==> src/rtl/wake_seq_pkg.sv <==
package wake_seq_pkg;

  localparam int TAP_W   = 2;
  localparam int N_PHASE = 3;
  localparam int MAX_LEN = 30;
  localparam int CNT_W   = $clog2(2 * MAX_LEN + 1);

  typedef enum logic [1:0] {
    ST_IDLE = 2'd0,
    ST_P0   = 2'd1,
    ST_P1   = 2'd2,
    ST_P2   = 2'd3
  } phase_e;

  typedef struct packed {
    logic [TAP_W-1:0] t0;
    logic [TAP_W-1:0] t1;
    logic [TAP_W-1:0] t2;
    logic             dbl;
  } held_cfg_t;

  localparam held_cfg_t CFG_RESET = '{t0: 2'b11, t1: 2'b11, t2: 2'b11, dbl: 1'b1};

  // Base length in ticks for a tap code in a given phase (0..2).
  function automatic logic [CNT_W-1:0] base_len(input int unsigned ph,
                                                input logic [TAP_W-1:0] code);
    logic [CNT_W-1:0] v;
    v = CNT_W'(1);
    unique case (ph)
      0: unique case (code)
           2'b00: v = CNT_W'(10);
           2'b01: v = CNT_W'(14);
           2'b10: v = CNT_W'(20);
           default: v = CNT_W'(30);
         endcase
      1: unique case (code)
           2'b00: v = CNT_W'(3);
           2'b01: v = CNT_W'(4);
           2'b10: v = CNT_W'(5);
           default: v = CNT_W'(10);
         endcase
      default: unique case (code)
           2'b00: v = CNT_W'(1);
           2'b01: v = CNT_W'(2);
           2'b10: v = CNT_W'(5);
           default: v = CNT_W'(10);
         endcase
    endcase
    return v;
  endfunction

endpackage

==> src/rtl/wake_seq_cfg.sv <==
module wake_seq_cfg
  import wake_seq_pkg::*;
(
  input  logic      clk,
  input  logic      rst_n,
  input  logic      wr_en,
  input  held_cfg_t wr_data,
  input  logic      snap_en,
  input  logic      buzz_in,
  output held_cfg_t act_cfg,
  output logic      act_buzz
);

  held_cfg_t held_q, held_d;
  held_cfg_t act_q, act_d;
  logic      buzz_q, buzz_d;

  always_comb begin
    held_d = held_q;
    act_d  = act_q;
    buzz_d = buzz_q;
    if (wr_en)   held_d = wr_data;
    // Snapshot uses the value held before any same-cycle write.
    if (snap_en) begin
      act_d  = held_q;
      buzz_d = buzz_in;
    end
  end

  always_ff @(posedge clk or negedge rst_n) begin
    if (!rst_n) begin
      held_q <= CFG_RESET;
      act_q  <= CFG_RESET;
      buzz_q <= 1'b0;
    end else begin
      held_q <= held_d;
      act_q  <= act_d;
      buzz_q <= buzz_d;
    end
  end

  assign act_cfg  = act_q;
  assign act_buzz = buzz_q;

endmodule

==> src/rtl/wake_seq_timer.sv <==
module wake_seq_timer
  import wake_seq_pkg::*;
(
  input  logic             clk,
  input  logic             rst_n,
  input  logic             run,
  input  logic             tick,
  input  logic [CNT_W-1:0] len,
  output logic             expire
);

  logic [CNT_W-1:0] cnt_q, cnt_d;
  logic             cnt_en;

  assign expire = run && tick && (cnt_q == len - CNT_W'(1));
  assign cnt_en = !run || tick;

  always_comb begin
    cnt_d = cnt_q;
    if (!run || expire) cnt_d = '0;
    else if (tick)      cnt_d = cnt_q + CNT_W'(1);
  end

  always_ff @(posedge clk or negedge rst_n) begin
    if (!rst_n)      cnt_q <= '0;
    else if (cnt_en) cnt_q <= cnt_d;
  end

endmodule

==> src/rtl/wake_seq_ctrl.sv <==
module wake_seq_ctrl
  import wake_seq_pkg::*;
(
  input  logic               clk,
  input  logic               rst_n,
  input  logic               start,
  input  logic               expire,
  input  logic               buzz_act,
  output phase_e             state,
  output logic               start_acc,
  output logic [N_PHASE-1:0] strobe,
  output logic               done
);

  phase_e             st_q, st_d;
  logic [N_PHASE-1:0] stb_q, stb_d;
  logic               done_q, done_d;

  assign start_acc = start && (st_q == ST_IDLE);

  always_comb begin
    st_d   = st_q;
    stb_d  = '0;
    done_d = 1'b0;
    unique case (st_q)
      ST_IDLE: if (start_acc) st_d = ST_P0;
      ST_P0: if (expire) begin
        stb_d[0] = 1'b1;
        st_d     = ST_P1;
      end
      ST_P1: if (expire) begin
        stb_d[1] = 1'b1;
        if (buzz_act) begin
          st_d   = ST_IDLE;
          done_d = 1'b1;
        end else begin
          st_d = ST_P2;
        end
      end
      ST_P2: if (expire) begin
        stb_d[2] = 1'b1;
        st_d     = ST_IDLE;
        done_d   = 1'b1;
      end
      default: st_d = ST_IDLE;
    endcase
  end

  always_ff @(posedge clk or negedge rst_n) begin
    if (!rst_n) begin
      st_q   <= ST_IDLE;
      stb_q  <= '0;
      done_q <= 1'b0;
    end else begin
      st_q   <= st_d;
      stb_q  <= stb_d;
      done_q <= done_d;
    end
  end

  assign state  = st_q;
  assign strobe = stb_q;
  assign done   = done_q;

endmodule

==> src/rtl/wake_seq.sv <==
module wake_seq
  import wake_seq_pkg::*;
(
  input  logic         clk,
  input  logic         rst_n,
  input  logic         tick_us,
  input  logic         start,
  input  logic         buzz,
  input  logic         cfg_wr,
  input  logic [1:0]   tap0,
  input  logic [1:0]   tap1,
  input  logic [1:0]   tap2,
  input  logic         dbl,
  output logic         busy,
  output logic [2:0]   phase_end,
  output logic         done
);

  held_cfg_t          wr_cfg;
  held_cfg_t          act_cfg;
  logic               act_buzz;
  phase_e             state;
  logic               start_acc;
  logic               expire;
  logic               run;
  logic [TAP_W-1:0]   code;
  logic [CNT_W-1:0]   blen;
  logic [CNT_W-1:0]   len;

  assign wr_cfg = '{t0: tap0, t1: tap1, t2: tap2, dbl: dbl};

  wake_seq_cfg u_cfg (
    .clk      (clk),
    .rst_n    (rst_n),
    .wr_en    (cfg_wr),
    .wr_data  (wr_cfg),
    .snap_en  (start_acc),
    .buzz_in  (buzz),
    .act_cfg  (act_cfg),
    .act_buzz (act_buzz)
  );

  always_comb begin
    unique case (state)
      ST_P0:   code = act_cfg.t0;
      ST_P1:   code = act_cfg.t1;
      default: code = act_cfg.t2;
    endcase
  end

  assign blen = base_len((state == ST_P0) ? 0 : (state == ST_P1) ? 1 : 2, code);
  assign len  = act_cfg.dbl ? (blen << 1) : blen;
  assign run  = (state != ST_IDLE);

  wake_seq_timer u_tmr (
    .clk    (clk),
    .rst_n  (rst_n),
    .run    (run),
    .tick   (tick_us),
    .len    (len),
    .expire (expire)
  );

  wake_seq_ctrl u_ctl (
    .clk       (clk),
    .rst_n     (rst_n),
    .start     (start),
    .expire    (expire),
    .buzz_act  (act_buzz),
    .state     (state),
    .start_acc (start_acc),
    .strobe    (phase_end),
    .done      (done)
  );

  assign busy = run;

endmodule

==> config.mk <==
export PLATFORM = sky130hd
export DESIGN_NAME = wake_seq
export DESIGN_NICKNAME = d
export VERILOG_FILES = /design/src/rtl/wake_seq_pkg.sv /design/src/rtl/wake_seq_cfg.sv /design/src/rtl/wake_seq_timer.sv /design/src/rtl/wake_seq_ctrl.sv /design/src/rtl/wake_seq.sv
export SDC_FILE = /design/constraint.sdc
export NUM_CORES = 1
export LEC_CHECK = 0
export BUFFER_PORTS_ARGS = -buffer_cell sky130_fd_sc_hd__buf_2
export CORE_MARGIN = 5
export CORE_UTILIZATION = 55
export CTS_BUF_LIST = sky130_fd_sc_hd__clkbuf_16
export CTS_CLUSTER_SIZE = 20
export DETAILED_ROUTE_END_ITERATION = 7
export PLACE_DENSITY = 0.75
export SLEW_MARGIN = 20
export SYNTH_ARGS = -nofsm -noshare
export SYNTH_HDL_FRONTEND = slang
export SYNTH_SLANG_ARGS = --single-unit
==> constraint.sdc <==
create_clock -name clk -period 8 [get_ports clk]
set_input_delay 1.6 -clock clk [delete_from_list [all_inputs] [get_ports clk]]
set_output_delay 1.6 -clock clk [all_outputs]
set_load 0.005 [all_outputs]
* Word-level counts from Yosys, hierarchy flattened
Cells that the tools add are included.
W data, S select, Z words.
** Storage, ports and cells
- Input port bits :: 13
- Register bits :: 27
- Output and inout bits :: 5
- Logic and storage cells :: 62
** Operators by class
- Equality and inequality tests :: 11
- Reduce and logical (&&, ||, !) cells :: 13
- Mux-type cells :: 23
- Add/sub/neg operators :: 2
** Operators by type and width (count)
- $logic_not A32 Y1 :: 1
- $pmux W4 S3 :: 2
- $mux W6 :: 3
- $pmux W5 S3 :: 1
- $mux W2 :: 7
- $pmux W6 S2 :: 1
- $pmux W2 S4 :: 1
- $add A6 B1 Y6 const B :: 1
- $eq A2 B1 Y1 const B :: 3
- $eq A2 B2 Y1 const B :: 3
- $eq A6 B6 Y1 :: 1
- $mux W1 :: 6
- $sub A6 B1 Y6 const B :: 1
- $logic_not A2 Y1 :: 2
- $ne A2 B1 Y1 const B :: 2
- $ne A2 B2 Y1 const B :: 2
- $pmux W2 S2 :: 1
- $reduce_and A4 Y1 :: 1
- $reduce_bool A2 Y1 :: 2
- $logic_and A1 B1 Y1 :: 3
- $logic_or A1 B1 Y1 :: 2
- $pmux W1 S2 :: 1
- $reduce_and A2 Y1 :: 1
- $logic_not A1 Y1 :: 1

* Logic depth before layout (Yosys ltp)
Gate-level depths: netlist of the first run.
- Depth after elaboration :: 12
- Mapped depth :: 18
- Gate-level depth less buffers :: 17

* By module
From an unflattened synthesis of the first run, not the netlist that was laid out.
** Second synthesis, totals
- Cell total of the unflattened synthesis :: 142
- Area, all modules :: 1661.6 um^2
** Modules (own cells, without submodules)
- wake_seq_cfg :: cells each 32, area each 640.6 um^2, instances 1, sequential area each 392.9 um^2
- wake_seq_timer :: cells each 51, area each 473.0 um^2, instances 1, sequential area each 150.1 um^2
- wake_seq :: cells each 40, area each 320.3 um^2, instances 1, sequential area each 0.0 um^2
- wake_seq_ctrl :: cells each 19, area each 227.7 um^2, instances 1, sequential area each 150.1 um^2

* Worst setup path before layout of the first run
OpenSTA, ideal clock, no wires.
- Path type :: register -> register
- Start :: register u_ctl.st_q[0] (netlist: u_ctl.state[0])
- End :: register u_ctl.st_q[0] (netlist: u_ctl.state[0])
- Cell stages (with the launch flop) :: 18
- Data arrival time :: 3.340 ns
- Buffers on the path :: 2
- Required time :: 7.906 ns
- Slack :: 4.566 ns
- Library setup time :: 0.094 ns
- Path through :: dfrtp_1 inv_1 ha_1 buf_4 buf_4 a21oi_1 ha_1 or2b_1 a31oi_1 o21ai_0 ha_1 xor2_1 inv_1 nor3_1 and3b_1 nand2_1 or3_1 a221oi_2
** Between the ends
- Longest elaborated chain between the ends :: 11
- Elaborated cells on any way between the ends :: 29
- Those cells by class :: add/sub (1); eq/ne (11); mux (9); reduce/logical (8)
** Ends and longest elaborated chain
- from (decl) :: line wake_seq_ctrl.sv:15 : phase_e st_q, st_d;
- from (signal assigned) :: line wake_seq_ctrl.sv:55 : st_q <= st_d;
- $eq A2 B2 Y1 / $eq A2 B1 Y1 (equally long branches) :: line wake_seq_ctrl.sv:25, wake_seq.sv:44, wake_seq.sv:51
- $pmux W2 S2 / $mux W2 (equally long branches) :: line wake_seq.sv:44, wake_seq.sv:51
- $eq A2 B2 Y1, or another cell as far along :: line wake_seq_pkg.sv:30, wake_seq_pkg.sv:36, wake_seq_pkg.sv:42
- $pmux W4 S3, or another cell as far along :: line wake_seq_pkg.sv:42 : default: unique case (code)
- $pmux W6 S2 :: line wake_seq_pkg.sv:29 : unique case (ph)
- $mux W6 :: line wake_seq.sv:52 : assign len = act_cfg.dbl ? (blen << 1) : blen;
- $sub A6 B1 Y6 :: line wake_seq_timer.sv:15 : assign expire = run && tick && (cnt_q == len - CNT_W'(1));
- $eq A6 B6 Y1 :: line wake_seq_timer.sv:15
- $logic_and A1 B1 Y1 :: line wake_seq_timer.sv:15
- $ne A2 B2 Y1 (no line) / $ne A2 B1 Y1 (equally long branches)
- $reduce_and A4 Y1 (no line)
Parallel ways exist; a longest one is shown, timed or not.
A chain may end at the register's enable or synchronous reset.

* Worst setup path after layout of the first run
- Start :: register u_ctl.st_q[0] (netlist: u_ctl.state[0])
- End :: register u_ctl.stb_q[0] (netlist: u_ctl.strobe[0])
** Between the ends
- Longest elaborated chain between the ends :: 11
- Elaborated cells on any way between the ends :: 22
- Those cells by class :: add/sub (1); eq/ne (6); mux (10); reduce/logical (5)
** Ends and longest elaborated chain
- $eq A2 B2 Y1 / $eq A2 B1 Y1 (equally long branches) :: line wake_seq.sv:44, wake_seq.sv:51, wake_seq_ctrl.sv:25
- $pmux W2 S2 / $mux W2 (equally long branches) :: line wake_seq.sv:44, wake_seq.sv:51
- $eq A2 B2 Y1, or another cell as far along :: line wake_seq_pkg.sv:30, wake_seq_pkg.sv:36, wake_seq_pkg.sv:42
- $pmux W4 S3, or another cell as far along :: line wake_seq_pkg.sv:42
- $pmux W6 S2 :: line wake_seq_pkg.sv:29
- $mux W6 :: line wake_seq.sv:52
- $sub A6 B1 Y6 :: line wake_seq_timer.sv:15
- $eq A6 B6 Y1 :: line wake_seq_timer.sv:15
- $logic_and A1 B1 Y1 :: line wake_seq_timer.sv:15
- $mux W1 :: line wake_seq_ctrl.sv:27 : ST_P0: if (expire) begin
- $mux W1 * :: line wake_seq_ctrl.sv:25 : unique case (st_q)
- net u_ctl.stb_d[0] :: line wake_seq_ctrl.sv:16 : logic [N_PHASE-1:0] stb_q, stb_d;
- to (signal assigned) :: line wake_seq_ctrl.sv:56 : stb_q <= stb_d;
- to (decl) :: line wake_seq_ctrl.sv:16
Mark *: on every way through the listed nets, which the timed path passes. The rest lies on a longest branch.

==> metrics.txt, run 1 <==
status=finished clean; DR pass1 iterations=5; Warnings, synthesis=0; DIE HEIGHT=between 60 and 70 um; H-tree levels=1; clk_skew=0.00490 ns; die area=approximately 0.0044 sq mm; Synth top area share=21.3%; Top Family by Delay on Critical Path=simple AND/OR/NAND/NOR gates; vias in the first global route=between 1000 and 1500; Initial Util=between 50% and 60%; drc violations=0; Rel. slew slack=slightly above 60%; Net Count, Synth=around 200; Skew-Pair Late Insertion Delay=about 0.26 ns; pre-CTS setup slack=about 4.0 ns; most frequent cells in the layout=buf_2, mux2_2, nand2_1, dfstp_2, dfrtp_1; top_reg_cell synth=dfstp_2; total CTS buffers=3; post-synthesis average cell area=roughly 10 sq um; gpl congestion=around 0.84; DRT antenna net count=0; most used cell, CP=ha_1; clock sinks=27; Max Clk Rate=244 MHz; worst min path class=register to register; clk buf depth=2; Worst-Margin Slew=approximately 0.58 ns; commonest non-fill, non-tap cell in the layout=buf_2; DR vias=about 1400; setup TNS=0 ns; hold_buf cts=0; CP cell instances=inv_1 > ha_1 > nor2_1 > a31oi_1 > inv_1 > ha_1 > nand2b_1 > a31oi_1 > o21ai_0 > ha_1 > o211ai_1 > a211oi_1 > or3_1 > nand2_1 > and4bb_2 > and2_1; CP Buf/Inv Count=2; Seq/Total Area, Yosys=about two fifths; CP arrival=~4.3 ns; core footprint=~0.003 sq mm; Post-Route WL=roughly 3600 um; area leader, netlist=dfstp_2; synth top area cells=dfstp_2, dfrtp_1, mux2_2, ha_1, nor3_1; Max Slew Vio Count=0; post-cts resize count=0; synth unique cells=47; DP Wirelength=between 2000 and 3000 um; RSZ-0062 raised after global routing=false; row count=20; Post CTS Setup Buffer Count=0; port bufs=17; TritonCTS clock tree=built; largest net degree at the start of global routing=28; Gate Count Post-Synth=around 170; CP Capture Type=register; final hold vios=0; first-pass GRT wire length=6160 um; asr flop ratio synth=100%; total track usage=approximately 18%; register bit total from synthesis=27; Starting DRT DRC Count=43; Required @ worst endpoint=roughly 8.2 ns; Antenna Cells=0; CP max stage cell=ha_1; Tmin final=just over 4 ns; area grow syn2layout=10.1%; post-layout net count=approximately 210; final setup margin=~4 ns; final setup fails=0; post-DR wirelength/cell=around 16 um; CP startpoint kind=register; initial antenna violation count=0; Crit path largest cell delay=roughly 0.61 ns; CTS Root Cell=clkbuf_16; CTS clock-pin slew for the worst setup and hold paths=approximately 0.07 ns; Max-Cap Viols=0; crit path max fanout=18; Die X=approximately 66 um; DR vias/cell=between 5 and 6; layout cell share with drive strength beyond 1=30.5%; EDFF count, synth=0; Mapped Area=between 0.0015 and 0.002 sq mm; period utilisation layout=approximately 50%; io pins=18; Worst Path Class, Setup=register to register; global route overflow=0; fillers=around 250
==> path summary, 6_finish.rpt <==
path / from / to / slack, ns / cells past startpoint
max in group asynchronous: rst_n / u_cfg.act_cfg[0] / 6.29 / 1
hold reg to reg: u_cfg.act_buzz / u_cfg.act_buzz / 0.55 / 1
min in group asynchronous: rst_n / u_ctl.strobe[2] / 1.33 / 1
setup reg to reg: u_ctl.state[0] / u_ctl.strobe[0] / 3.90 / 16
setup / recovery: u_ctl.state[0] / u_ctl.strobe[0] / 3.90 / 16
hold / removal: u_cfg.act_buzz / u_cfg.act_buzz / 0.55 / 1
==> synth_stat cells, types with 2 or more instances <==
library cell	number
buf_2	2
inv_1	7
o21ai_1	3
a31oi_1	5
nand3_1	3
o2111ai_1	2
dfstp_2	14
a211oi_1	2
mux2_2	15
a21oi_1	6
xnor2_1	3
buf_4	2
ha_1	10
nand4_1	2
nor2_1	9
and2_1	3
nor3_1	11
dfrtp_1	13
or3_1	3
xor2_1	5
o211ai_1	2
o21ai_0	6
clkbuf_1	2
nor2b_1	3
nand2_1	14
nand2b_1	5
==> cell families (layout without fill, tap and decap cells) <==
kind of cell	count (synthesis)	in the layout	share of synthesized area (%)
simple gates	61	61	18.9
mux	16	16	10.3
xor+xnor	9	9	4.99
fa+ha+maj	10	10	7.24
compound gates	36	36	14.4
flops	27	27	40.1
buf+inv	14	28	4.05
==> metrics by stage <==
step / std cells / util [%] / hold WS, ns / cell area, sq um
2_1_floorplan: 173 / - / 0.503 / 1730
3_3_place_gp: 227 / 60.3 / 0.527 / 1830
3_5_place_dp: 227 / 60.3 / 0.543 / 1830
4_1_cts: 231 / 62.9 / 0.556 / 1900
5_1_grt: 231 / 62.9 / 0.609 / 1900
6_report: 231 / 62.9 / 0.553 / 1900
==> final cells by class <==
class,instances,area [sq um],area share (%)
Clock buffer,3,75.1,3.94
Inverter,7,26.3,1.38
Clock inverter,1,3.75,0.197
Timing Repair Buffer,17,85.1,4.47
Multi-Input combinational cell,132,966,50.7
Sequential cell,27,693,36.4
Tap cell,44,55.1,2.89
==> flip-flops by register name (all words and copies together) (netlist names) <==
register	flops
u_ctl.done	1
u_ctl.strobe	3
u_ctl.state	2
u_cfg.act_buzz	1
u_cfg.act_cfg	7
u_cfg.held_q	7
u_tmr.cnt_q	6
==> routing by layer <==
metal / vias up / routed length [um] / track usage, %
li1: 642 / - / -
met1: 662 / 1600 / 22.6
met2: 33 / 1800 / 31.5
met3: 13 / 102 / 2.38
met4: 0 / 103 / 8.63
met5: - / 0 / 0
Power of run 1 is not shown: default switching activity piles up to over one toggle a cycle in this logic, so the estimate is an artifact.
==> inputs of run 2 (changes only) <==
--- a/config.mk
+++ b/config.mk
@@ -7,7 +7,7 @@
 export LEC_CHECK = 0
 export BUFFER_PORTS_ARGS = -buffer_cell sky130_fd_sc_hd__buf_2
 export CORE_MARGIN = 5
-export CORE_UTILIZATION = 55
+export CORE_UTILIZATION = 52
 export CTS_BUF_LIST = sky130_fd_sc_hd__clkbuf_16
 export CTS_CLUSTER_SIZE = 20
 export DETAILED_ROUTE_END_ITERATION = 7
==> constraint.sdc (replaced) <==
create_clock -name clk -period 3.69 [get_ports clk]
set_input_delay 0.738 -clock clk [delete_from_list [all_inputs] [get_ports clk]]
set_output_delay 0.738 -clock clk [all_outputs]
set_load 0.005 [all_outputs]
==> metrics.txt, run 2 (synthesized netlist as in run 1, its figures left out) <==
Skew-Pair Late Insertion Delay=0.26 ns; layout cell share with drive strength beyond 1=a little under two fifths; io pins=18; core footprint=between 0.003 and 0.004 sq mm; die area=0.00458 sq mm; global route overflow=0; Rel. slew slack=between 60% and 70%; CTS clock-pin slew for the worst setup and hold paths=approximately 0.06 ns; commonest non-fill, non-tap cell in the layout=buf_2; H-tree levels=1; total CTS buffers=3; area grow syn2layout=14.6%; most frequent cells in the layout=buf_2, mux2_2, nand2_1, dfstp_2, dfrtp_1; Max Clk Rate=just under 300 MHz; TritonCTS clock tree=built; drc violations=0; DR vias=approximately 1400; CP max stage cell=dfrtp_2; total track usage=17.0%; Crit path largest cell delay=0.45 ns; Antenna Cells=0; Post-Route WL=about 3500 um; Required @ worst endpoint=between 3 and 4 ns; flop2flop setup slack=between 0.2 and 0.25 ns; Worst Path Class, Setup=register to register; final setup fails=0; worst min path class=input port to asynchronous set/reset pin; Tmin final=approximately 3.5 ns; CP arrival=~3.6 ns; DRT antenna net count=0; Die X=approximately 68 um; post-DR wirelength/cell=approximately 15 um; RSZ-0062 raised after global routing=false; DIE HEIGHT=67.7 um; DP Wirelength=roughly 2600 um; period utilisation layout=approximately 94%; gpl congestion=0.826; row count=21; vias in the first global route=between 1000 and 1500; Starting DRT DRC Count=66; top sig layer=met4; crit path max fanout=6; setup TNS=0 ns; Worst-Margin Slew=0.561 ns; DR pass1 iterations=4; initial antenna violation count=0; clk buf depth=2; clk_skew=approximately 0.0020 ns; CP cell instances=inv_2 > ha_2 > nand2_1 > a31oi_2 > ha_1 > or2b_1 > a31oi_1 > o21ai_0 > ha_1 > xor2_1 > inv_1 > nor3_1 > and3b_1 > nand2_1 > or3_1 > a221oi_2; first-pass GRT wire length=5890 um; post-layout net count=215; DR vias/cell=about 5.7; CTS Root Cell=clkbuf_16; CP startpoint kind=register; routed wl met2=approximately 1800 um; Max Slew Vio Count=0; port bufs=17; Post CTS Setup Buffer Count=0; Initial Util=52.6%; clock sinks=27; final hold vios=0; fillers=approximately 280; Max-Cap Viols=0; status=finished clean; Met1 Wirelength=1410 um; largest net degree at the start of global routing=28; CP Capture Type=register; routed wl met3=approximately 160 um
run 2: routing by layer:
layer | up-vias | track usage (%)
li1 | 653 | -
met1 | 655 | 19.5
met2 | 34 | 29.8
met3 | 11 | 2.33
met4 | 0 | 9.87
met5 | - | 0
run 2: through the flow:
| stage | hold WS (ns) | cell area [sq um] | utilization, % | std cells | worst slack, ns |
|---|---|---|---|---|---|
| after floorplan | 0.442 | 1730 | - | 173 | 0.256 |
| after global placement | 0.525 | 1860 | 56.6 | 233 | 0.211 |
| after detailed placement | 0.530 | 1860 | 56.6 | 233 | 0.116 |
| after CTS | 0.482 | 1940 | 59.1 | 237 | 0.0849 |
| after global routing | 0.505 | 1980 | 60.3 | 237 | 0.0192 |
| final | 0.463 | 1980 | 60.3 | 237 | 0.229 |
run 2: worst max-delay path, delay by kind of cell (launching register included):
kind	cells	cell delay, ns
buf+inv	2	0.18
fa+ha+maj	3	0.73
compound gates	4	0.71
flops	1	0.45
xor+xnor	1	0.16
simple gates	6	1.11
run 2: what timing repair did:
| item | in CTS | in global routing |
|---|---|---|
| resized for setup | 0 | 12 |
| hold buffers | 0 | 0 |
| setup endpoints to repair | 0 | 12 |
run 2: layout make-up:
| cell class | instances | area [sq um] | share of cell area (%) |
|---|---|---|---|
| multi-input combinational | 132 | 1010 | 50.8 |
| inverter | 7 | 26.3 | 1.33 |
| clock buffer | 3 | 75.1 | 3.79 |
| sequential | 27 | 694 | 35.0 |
| timing repair buffer | 21 | 115 | 5.81 |
| clock inverter | 1 | 7.51 | 0.379 |
| tap | 46 | 57.6 | 2.90 |
run 2: worst paths after layout:
| path | start | end | cells after the start |
|---|---|---|---|
| max | u_ctl.state[0] | u_ctl.state[0] | 16 |
| min | rst_n | u_cfg.act_buzz | 1 |
| max reg2reg | u_ctl.state[0] | u_ctl.state[0] | 16 |
| min reg2reg | u_cfg.act_buzz | u_cfg.act_buzz | 1 |
| max in group asynchronous | rst_n | u_ctl.state[0] | 1 |
| min in group clk | u_cfg.act_buzz | u_cfg.act_buzz | 1 |
Power of run 2 is left out for the same reason.
==> inputs of run 3 (changes only) <==
--- a/config.mk
+++ b/config.mk
@@ -5,13 +5,14 @@
 export SDC_FILE = /design/constraint.sdc
 export NUM_CORES = 1
 export LEC_CHECK = 0
+export ABC_AREA = 1
 export BUFFER_PORTS_ARGS = -buffer_cell sky130_fd_sc_hd__buf_2
 export CORE_MARGIN = 5
-export CORE_UTILIZATION = 52
+export CORE_UTILIZATION = 53
 export CTS_BUF_LIST = sky130_fd_sc_hd__clkbuf_16
 export CTS_CLUSTER_SIZE = 20
 export DETAILED_ROUTE_END_ITERATION = 7
-export PLACE_DENSITY = 0.75
+export PLACE_DENSITY = 0.76
 export SLEW_MARGIN = 20
 export SYNTH_ARGS = -nofsm -noshare
 export SYNTH_HDL_FRONTEND = slang
==> metrics.txt, run 3 <==
status=finished clean; final setup fails=0; Non-Filler Instances=293; Worst Path Class, Setup=register to register; port bufs=17; Tmin final=3.42 ns; H-tree levels=1; area grow syn2layout=15.3%; CP startpoint kind=register; Net Count, Synth=between 200 and 250; vias in the first global route=1404; DR pass1 iterations=6; Initial Util=between 50% and 60%; DIE HEIGHT=a little under 70 um; PwrDens=996 mW/mm^2; Post-Route WL=roughly 3400 um; Max Clk Rate=292 MHz; post-layout net count=about 270; CP Capture Type=register; initial antenna violation count=0; commonest non-fill, non-tap cell in the layout=nand2_1; Synth top area share=between 20% and 30%; Starting DRT DRC Count=approximately 80; area leader, netlist=dfstp_2; Rel. slew slack=between 60 and 70%; synth cell count leaders=nand2_1, inv_1, nand3_1; worst min path class=input port to asynchronous set/reset pin; clock sinks=27; CTS Root Cell=clkbuf_16; Max Slew Vio Count=0; clk buf depth=2; global route overflow=0; gpl congestion=about 0.8; first-pass GRT wire length=5830 um; leakage=about 1.0 nW; post-synthesis average cell area=roughly 7.8 sq um; TritonCTS clock tree=built; count leader, synth=nand2_1; asr flop ratio synth=100%; Max-Cap Viols=0; synth unique cells=32; placed cells=~280; hold slack=0.479 ns; total track usage=16.2%; period utilisation layout=~93%; Mapped Area=roughly 0.0018 sq mm; synth top area cells=dfstp_2, dfrtp_1, nand2_1, ha_1, inv_1; Required @ worst endpoint=between 3 and 4 ns; Antenna Cells=0; fillers=287; Skew-Pair Late Insertion Delay=between 0.2 and 0.3 ns; total CTS buffers=3; final hold vios=0; register bit total from synthesis=27; Seq/Total Area, Yosys=39.5%; DR vias=approximately 1400; Worst VDD drop=around 520 uV; largest net degree at the start of global routing=28; CTS clock-pin slew for the worst setup and hold paths=0.07 ns; Gate Count Post-Synth=225; CP arrival=around 3.6 ns; clk_skew=around 0.0027 ns; DP Wirelength=2490 um; io pins=18; most frequent cells in the layout=nand2_1, inv_1, nand3_1; core footprint=approximately 0.0031 sq mm; DR vias/cell=4.92; layout cell share with drive strength beyond 1=30.5%; Die X=67.6 um; drc violations=0; top_reg_cell synth=dfstp_2; Worst-Margin Slew=around 0.58 ns; DRT antenna net count=0; EDFF count, synth=0; row count=20; post-DR wirelength/cell=around 12 um; Warnings, synthesis=0; crit path max fanout=8; die area=~0.0046 sq mm
-- run 3: changes by cell type after synthesis, moves of 8 or more --
| cell | before | now |
|---|---|---|
| nand2_1 | 14 | 61 |
| inv_1 | 7 | 29 |
| nand3_1 | 3 | 20 |
| mux2_2 | 15 | 1 |
| nor3_1 | 11 | 0 |
| o21ai_0 | 6 | 17 |
| nand2_2 | 0 | 8 |
-- run 3: where the power goes --
part	internal [mW]	leakage, nW	switching, mW	total, mW
Clock	0.146	0.0409	0.0977	0.244
Sequential	0.399	0.320	0.0676	0.467
Combinational	0.492	0.687	0.813	1.30
Total	1.04	1.05	0.978	2.02
-- run 3: path summary, 6_finish.rpt --
kind	startpoint	endpoint	slack, ns	depth (start not counted)
worst max-delay path	u_ctl.state[0]	u_ctl.state[0]	0.27	26
max in group asynchronous	rst_n	u_ctl.state[0]	2.80	1
min in group clk	u_cfg.held_q[2]	u_cfg.held_q[2]	0.49	2
worst min-delay path	rst_n	u_ctl.state[0]	0.48	1
worst max register to register	u_ctl.state[0]	u_ctl.state[0]	0.27	26
worst min register to register	u_cfg.held_q[2]	u_cfg.held_q[2]	0.49	2
-- run 3: routing by layer --
layer	vias to the layer above	global-route usage (%)	part of all wire [%]
li1	759	-	-
met1	668	21.5	49
met2	13	27.1	48
met3	2	2.33	2.3
met4	0	4.81	0.73
met5	-	0	0
-- run 3: final cells by class --
type | instances | area (sq um) | area share, %
clock inverter | 1 | 5.00 | 0.247
timing repair buffer | 24 | 138 | 6.80
inverter | 32 | 120 | 5.94
multi-input combinational | 162 | 936 | 46.3
clock buffer | 3 | 75.1 | 3.71
sequential | 27 | 694 | 34.3
tap | 44 | 55.1 | 2.72
-- run 3: logic make-up (layout without fill, tap and decap cells) --
group | after synthesis | count (layout) | share of synthesized area (%)
buf+inv | 36 | 60 | 8.20
simple gates | 123 | 123 | 34.6
mux | 1 | 1 | 0.641
xor+xnor | 2 | 2 | 0.998
fa+ha+maj | 10 | 10 | 7.13
compound gates | 26 | 26 | 8.98
flops | 27 | 27 | 39.5
-- run 3: critical path, stage by stage (launching register included) --
cell	delay (ns)
dfrtp_2	0.41
inv_1	0.10
ha_4	0.27
inv_1	0.08
a221o_1	0.26
o21ai_1	0.10
inv_1	0.09
ha_1	0.29
inv_1	0.04
nand2_1	0.04
nand2_1	0.08
a21oi_2	0.15
nor2_1	0.05
a31oi_1	0.15
ha_1	0.26
nand2_1	0.07
nand3_1	0.07
nor2_1	0.09
o21ai_1	0.07
inv_1	0.05
nand3_1	0.08
nor2_2	0.16
nand2_4	0.12
nand2_4	0.09
nand2_2	0.05
nand2_1	0.05
nand2_1	0.04
-- run 3: repair_timing --
item	4_1_cts	5_1_grt
setup endpoints to repair	0	12
setup buffers	0	6
hold buffers	0	0
gates resized for setup	0	6
endpoints found under the hold margin	0	0
-- run 3: per-stage QoR --
step | total power [mW] | utilization [%] | TNS (ns) | setup slack, ns | area [sq um]
6_report | 2.02 | 65.2 | 0 | 0.267 | 2020
4_1_cts | 1.94 | 63.1 | 0 | 0.124 | 1960
3_3_place_gp | 1.65 | 60.6 | 0 | 0.260 | 1880
2_1_floorplan | 1.48 | - | 0 | 0.464 | 1760
5_1_grt | 2.23 | 65.2 | -0.0247 | -0.0185 | 2020
3_5_place_dp | 1.68 | 60.6 | 0 | 0.165 | 1880
Note: power is estimated with default switching activity, not from simulation.
